**config.mk**
```make
export PLATFORM = sky130hd
export DESIGN_NAME = rom_window_guard
export DESIGN_NICKNAME = d
export VERILOG_FILES = /design/src/rtl/rwg_pkg.sv /design/src/rtl/rwg_cfg_decode.sv /design/src/rtl/rwg_window.sv /design/src/rtl/rwg_resp.sv /design/src/rtl/rom_window_guard.sv
export SDC_FILE = /design/constraint.sdc
export NUM_CORES = 1
export LEC_CHECK = 0
export BUFFER_PORTS_ARGS = -buffer_cell sky130_fd_sc_hd__buf_2
export CAP_MARGIN = 20
export CORE_UTILIZATION = 40
export CTS_CLUSTER_DIAMETER = 50
export DETAILED_ROUTE_END_ITERATION = 6
export PLACE_DENSITY = 0.63
export SLEW_MARGIN = 0
export SYNTH_ARGS = -nofsm -noshare
export SYNTH_HDL_FRONTEND = slang
export SYNTH_SLANG_ARGS = --single-unit
```
**constraint.sdc**
```tcl
create_clock -name clk_i -period 8 [get_ports clk_i]
set_input_delay 0.4 -clock clk_i [delete_from_list [all_inputs] [get_ports clk_i]]
set_output_delay 0.4 -clock clk_i [all_outputs]
set_load 0.005 [all_outputs]
```
**src/rtl/rwg_pkg.sv**
```systemverilog
package rwg_pkg;
  localparam int unsigned REG_W    = 32;
  localparam int unsigned BASE_LSB = 11;
  localparam int unsigned LEN_W    = 9;
  localparam int unsigned KB_SHIFT = 10;
  localparam int unsigned BASE_W   = REG_W - BASE_LSB;

  typedef struct packed {
    logic [BASE_W-1:0] base;
    logic [LEN_W-1:0]  len_m1;
    logic              rd_deny;
    logic              wr_deny;
  } win_word_t;
endpackage

```
**src/rtl/rwg_cfg_decode.sv**
```systemverilog
module rwg_cfg_decode #(
  parameter int unsigned NUM_WIN  = 4,
  parameter int unsigned CFG_AW   = 8,
  parameter int unsigned REG_BASE = 'h50
) (
  input  logic                clk_i,
  input  logic                rst_ni,
  input  logic [CFG_AW-1:0]   cfg_addr_i,
  output logic [NUM_WIN-1:0]  sel_o
);
  for (genvar i = 0; i < NUM_WIN; i++) begin : g_sel
    localparam logic [CFG_AW-1:0] OFS = CFG_AW'(REG_BASE + 4 * i);
    assign sel_o[i] = (cfg_addr_i == OFS);
  end

  AST_SEL_ONEHOT: assert property (@(posedge clk_i) disable iff (!rst_ni)
    $onehot0(sel_o));
endmodule

```
**src/rtl/rwg_window.sv**
```systemverilog
module rwg_window
  import rwg_pkg::*;
(
  input  logic             clk_i,
  input  logic             rst_ni,
  input  logic             wr_en_i,
  input  win_word_t        wdata_i,
  input  logic [REG_W-1:0] req_addr_i,
  output win_word_t        word_o,
  output logic             rd_hit_o,
  output logic             wr_hit_o
);
  localparam int unsigned CMP_W = REG_W + 1;
  localparam int unsigned PAD_W = CMP_W - LEN_W - KB_SHIFT;

  win_word_t        word_q;
  logic             locked;
  logic [CMP_W-1:0] lo, hi, addr_x;
  logic             in_win;

  assign locked = word_q.rd_deny | word_q.wr_deny;

  always_ff @(posedge clk_i or negedge rst_ni) begin
    if (!rst_ni) begin
      word_q <= '0;
    end else if (wr_en_i) begin
      // deny bits only accumulate; geometry frozen once any is set
      word_q.rd_deny <= word_q.rd_deny | wdata_i.rd_deny;
      word_q.wr_deny <= word_q.wr_deny | wdata_i.wr_deny;
      if (!locked) begin
        word_q.base   <= wdata_i.base;
        word_q.len_m1 <= wdata_i.len_m1;
      end
    end
  end

  // 33-bit compare so a window past the top never wraps
  assign lo     = {1'b0, word_q.base, {BASE_LSB{1'b0}}};
  assign hi     = lo + {{PAD_W{1'b0}}, word_q.len_m1, {KB_SHIFT{1'b1}}};
  assign addr_x = {1'b0, req_addr_i};
  assign in_win = (addr_x >= lo) && (addr_x <= hi);

  assign rd_hit_o = in_win & word_q.rd_deny;
  assign wr_hit_o = in_win & word_q.wr_deny;
  assign word_o   = word_q;

  AST_DENY_STICKY: assert property (@(posedge clk_i) disable iff (!rst_ni)
    (word_q.rd_deny |=> word_q.rd_deny) and (word_q.wr_deny |=> word_q.wr_deny));
  AST_LOCK_FREEZE: assert property (@(posedge clk_i) disable iff (!rst_ni)
    locked |=> ($stable(word_q.base) && $stable(word_q.len_m1)));
endmodule

```
**src/rtl/rwg_resp.sv**
```systemverilog
module rwg_resp #(
  parameter int unsigned NUM_WIN = 4,
  parameter int unsigned DATA_W  = 32
) (
  input  logic               clk_i,
  input  logic               rst_ni,
  input  logic               req_valid_i,
  input  logic               req_write_i,
  input  logic [NUM_WIN-1:0] rd_hits_i,
  input  logic [NUM_WIN-1:0] wr_hits_i,
  input  logic [DATA_W-1:0]  rom_rdata_i,
  output logic               grant_o,
  output logic               block_o,
  output logic [DATA_W-1:0]  rdata_o,
  output logic               err_o
);
  logic denied, err_q;

  assign denied  = req_write_i ? (|wr_hits_i) : (|rd_hits_i);
  assign block_o = req_valid_i & denied;
  assign grant_o = req_valid_i & ~denied;
  assign rdata_o = (block_o & ~req_write_i) ? '1 : rom_rdata_i;

  always_ff @(posedge clk_i or negedge rst_ni) begin
    if (!rst_ni) err_q <= 1'b0;
    else         err_q <= block_o;
  end
  assign err_o = err_q;

  AST_ERR_AFTER_BLOCK: assert property (@(posedge clk_i) disable iff (!rst_ni)
    block_o |=> err_o);
  AST_ERR_QUIET: assert property (@(posedge clk_i) disable iff (!rst_ni)
    !block_o |=> !err_o);
endmodule

```
**src/rtl/rom_window_guard.sv**
```systemverilog
module rom_window_guard
  import rwg_pkg::*;
#(
  parameter int unsigned NUM_WIN  = 4,
  parameter int unsigned CFG_AW   = 8,
  parameter int unsigned REG_BASE = 'h50,
  parameter int unsigned DATA_W   = 32
) (
  input  logic              clk_i,
  input  logic              rst_ni,
  input  logic              cfg_we_i,
  input  logic [CFG_AW-1:0] cfg_addr_i,
  input  logic [REG_W-1:0]  cfg_wdata_i,
  output logic [REG_W-1:0]  cfg_rdata_o,
  input  logic              req_valid_i,
  input  logic              req_write_i,
  input  logic [REG_W-1:0]  req_addr_i,
  input  logic [DATA_W-1:0] rom_rdata_i,
  output logic              req_grant_o,
  output logic              req_block_o,
  output logic [DATA_W-1:0] host_rdata_o,
  output logic              err_o
);
  logic [NUM_WIN-1:0] sel, rd_hits, wr_hits;
  win_word_t          words [NUM_WIN];

  rwg_cfg_decode #(.NUM_WIN(NUM_WIN), .CFG_AW(CFG_AW), .REG_BASE(REG_BASE)) u_dec (
    .clk_i      (clk_i),
    .rst_ni     (rst_ni),
    .cfg_addr_i (cfg_addr_i),
    .sel_o      (sel)
  );

  for (genvar i = 0; i < NUM_WIN; i++) begin : g_win
    rwg_window u_win (
      .clk_i      (clk_i),
      .rst_ni     (rst_ni),
      .wr_en_i    (cfg_we_i & sel[i]),
      .wdata_i    (win_word_t'(cfg_wdata_i)),
      .req_addr_i (req_addr_i),
      .word_o     (words[i]),
      .rd_hit_o   (rd_hits[i]),
      .wr_hit_o   (wr_hits[i])
    );
  end

  always_comb begin
    cfg_rdata_o = '0;
    for (int i = 0; i < NUM_WIN; i++) begin
      if (sel[i]) cfg_rdata_o = cfg_rdata_o | REG_W'(words[i]);
    end
  end

  rwg_resp #(.NUM_WIN(NUM_WIN), .DATA_W(DATA_W)) u_resp (
    .clk_i       (clk_i),
    .rst_ni      (rst_ni),
    .req_valid_i (req_valid_i),
    .req_write_i (req_write_i),
    .rd_hits_i   (rd_hits),
    .wr_hits_i   (wr_hits),
    .rom_rdata_i (rom_rdata_i),
    .grant_o     (req_grant_o),
    .block_o     (req_block_o),
    .rdata_o     (host_rdata_o),
    .err_o       (err_o)
  );

  AST_GRANT_BLOCK_EXCL: assert property (@(posedge clk_i) disable iff (!rst_ni)
    req_valid_i |-> (req_grant_o ^ req_block_o));
  AST_IDLE_SILENT: assert property (@(posedge clk_i) disable iff (!rst_ni)
    !req_valid_i |-> (!req_grant_o && !req_block_o));
  AST_WRITE_DENY: assert property (@(posedge clk_i) disable iff (!rst_ni)
    (req_valid_i && req_write_i && (|wr_hits)) |-> req_block_o);
  AST_BLOCKED_READ_ONES: assert property (@(posedge clk_i) disable iff (!rst_ni)
    (req_block_o && !req_write_i) |-> (host_rdata_o == '1));
endmodule

```
==> results.md <==
* Main flop type after synthesis: dfrtp_1
* Layout area overhead at 15.9%
* Multiplexer share of the synthesized area at 14.8%
* DR WL/cell at 22.2 um
* Clock buffer depth at 2
* Antenna viol nets, final at 0
* Slew headroom at 32.7%
* Pre-antenna DRT Iters at 5
* Post-Synth Simple-Gate Area at 15.5%
* Site Rows at 64
* Setup repair bufs after CTS at 0
* Clk_lat worst skew at 0.44 ns
* Required @ worst endpoint at 7.60 ns
* First-pass GRT wire length at 61900 um
* Syn Nets at 1594
* Most frequent cells in the layout: ha_1 (204), buf_2 (174), dfrtp_1 (129), mux2_2 (120), inv_1 (118)
* Post-synth top area cell: dfrtp_1
* Fin Hold WS at 0.0150 ns
* Post-DP HPWL at 32500 um
* Area share of fa/ha/maj cells after synthesis at 21.1%
* XOR/XNOR share of the synthesized area at 4.70%
* Via-to-Cell Ratio at 5.83
* Starting Density at 40.7%
* Root buffer cell: clkbuf_16
* Yosys cell types at 73
* Pwr Density at 135 mW/mm^2
* Period utilization at 78.6%
* Pre-CTS worst setup slack at 2.26 ns
* Mapped cell area at 0.0125 mm^2
* Fin Setup TNS at 0 ns
* Min-Delay Path Class: input pin to asynchronous set/reset pin
* Compound-gate portion of the synthesized area at 13.3%
* Maxcap violations at 0
* Register bit total from synthesis at 129
* RePlAce Congestion at 0.972
* Count of pins over their slew limit at 0
* Reg clk slew, reported paths at 0.06 ns
* PostCTS Resize Cnt at 0
* Sequential-to-total area share from yosys stat at 25.8%
* Crit start category: flop
* CTS buffer count at 17
* Largest net degree at the start of global routing at 71
* Vias in the first global route at 10700
* Crit. End Element: output pin
* Mapped Cells at 1277
* Antenna violations before repair at 1
* Most common cell after layout, fill and taps aside: ha_1
* Total Routing Usage GR at 26.4%
* Yosys warns at 0
* Number of flops mapped to enable cells by yosys at 0
* IO Pins at 176
* Nets@finish at 1762
* Fmax at 159 MHz
* Fin worst setup slack at 1.72 ns
* Clock skew at 0.0100 ns
* CTS tree: yes
* Worst ir drop on vdd at 0.154 mV
* Arr. time, crit path at 5.88 ns
* First DRT Iteration DRCs at 733
* Critical path class: flop to output pin
* Via count at 10800
* Final Setup Violations at 0
* H-tree level count at 4
* Top-area cell type share of the netlist area at 25.8%
* Port buffer count at 175
* Status: finished, final reports clean
* Core area at 0.0307 mm^2
* Final Cell Area at 0.0145 mm^2
* Cts hold-fix bufs at 0
* Tmin final at 6.28 ns
* Largest cells by area after synthesis: dfrtp_1 (26%), ha_1 (20%), mux2_2 (11%)
* Hold Vio Cnt, Final at 0
* Worst-Margin Slew at 1.01 ns
* Mean post-synth cell area at 9.79 um^2
* Gr ovfl total at 0
* Leak Pwr at 6.60 nW
* Die footprint at 0.0319 mm^2
* Die X at 179 um
* Filler cells at 2967
* Post-DP Area at 0.0138 mm^2
* DRC at 0
* RSZ-0062 raised after global routing: false
* CP max FO at 32
* Detailed Route WL at 41100 um
* Clock Sinks at 129
* Die height at 179 um
* Largest family of logic cells by synthesized area: adder cells
* Share of cells above drive strength 1 at 28.9%
* Synth async-reset ratio at 100%
* # diodes at 0
registers in the layout, indices dropped and copies added (netlist names):
| signal | count |
|---|---|
| g_win.u_win.word_o | 128 |
| u_resp.err_o | 1 |
per-layer routing:
layer	GRT usage (%)	vias up	routed length, um
met5	0	-	8
met4	8.79	2	1030
met3	4.11	55	2640
met2	43.9	398	19300
met1	34.8	5308	18100
li1	-	5040	-
cells by family (layout without fill, tap and decap cells):
family,after synthesis,count (layout)
multiplexers,142,142
AO/OA/AOI/OAI,249,249
XOR/XNOR,67,67
flip-flops,129,129
AND/OR/NAND/NOR,329,329
buffers and inverters,153,334
adder cells (fa/ha/maj),208,208
metrics by stage:
stage               total power, mW  instances  utilization, %
global placement               1.15       1818            44.9
CTS                            1.97       1851            47.0
global route                   2.06       1854            47.2
finish                         1.96       1854            47.2
floorplan                     0.987       1277               -
detailed placement             1.16       1819            45.0
layout make-up:
type	instances	area, um^2	share of cell area, %
Sequential cell	129	3230	22.3
Tap cell	396	495	3.42
Inverter	118	443	3.06
Clock buffer	17	425	2.94
Timing Repair Buffer	184	1030	7.08
Clock inverter	15	170	1.17
Multi-Input combinational cell	995	8700	60.0
power breakdown:
group | internal [mW] | total [mW] | switching (mW)
Combinational | 0.191 | 0.428 | 0.237
Sequential | 0.683 | 0.728 | 0.0455
Clock | 0.467 | 0.804 | 0.336
Total | 1.34 | 1.96 | 0.619
synth_stat cells, types with 4 or more instances:
master	count
nor2b_1	36
a21o_1	12
nor3b_1	4
nand3_1	45
nand2_1	51
nor4_1	9
and3_1	15
nand4_1	33
o21ai_0	57
inv_1	118
a221o_1	12
xnor2_1	56
nand2b_2	30
ha_1	204
nor2_1	32
nand2b_1	22
a22o_1	10
and4_1	7
a211oi_1	11
a2111oi_0	4
a21oi_1	85
xor2_1	11
mux4_2	22
a211o_1	4
or3_1	4
fa_1	4
a31o_2	8
and3_4	4
clkbuf_1	26
dfrtp_1	129
and2_1	6
o21a_1	6
nor3_1	18
o211ai_1	4
mux2_2	120
worst max-delay path: stages, from the launching register on:
cell and delay (ns):
dfrtp_1 0.42, ha_1 0.24, inv_1 0.08, fa_1 0.22
nor2b_1 0.06, o21ai_0 0.24, a21oi_1 0.13, o21ai_0 0.16
nand2b_1 0.12, a21o_1 0.20, a21oi_1 0.64, nor3_1 0.16
xnor2_1 0.17, ha_1 0.32, and4_1 0.23, nand4_1 0.14
nor3_1 0.35, o31ai_1 0.13, nand4_1 0.11, o311ai_1 0.20
a211oi_2 0.34, or3b_4 0.55, nand2b_1 0.09, buf_2 0.14
path summary, 6_finish.rpt:
| path | start | to | slack (ns) | cells past startpoint |
|---|---|---|---|---|
| max | g_win[0].u_win.word_o[11]$_DFFE_PN0P_ | host_rdata_o[0] | 1.72 | 23 |
| min | rst_ni | g_win[1].u_win.word_o[29]$_DFFE_PN0P_ | 0.02 | 1 |
| max reg2reg | g_win[0].u_win.word_o[11]$_DFFE_PN0P_ | u_resp.err_o$_DFF_PN0_ | 2.94 | 22 |
| min reg2reg | g_win[2].u_win.word_o[1]$_DFFE_PN0P_ | g_win[2].u_win.word_o[1]$_DFFE_PN0P_ | 0.54 | 1 |
| max in group asynchronous | rst_ni | g_win[2].u_win.word_o[15]$_DFFE_PN0P_ | 6.60 | 2 |
| min in group clk_i | req_valid_i | u_resp.err_o$_DFF_PN0_ | 0.21 | 2 |
Note: power is estimated with default switching activity, not from simulation.
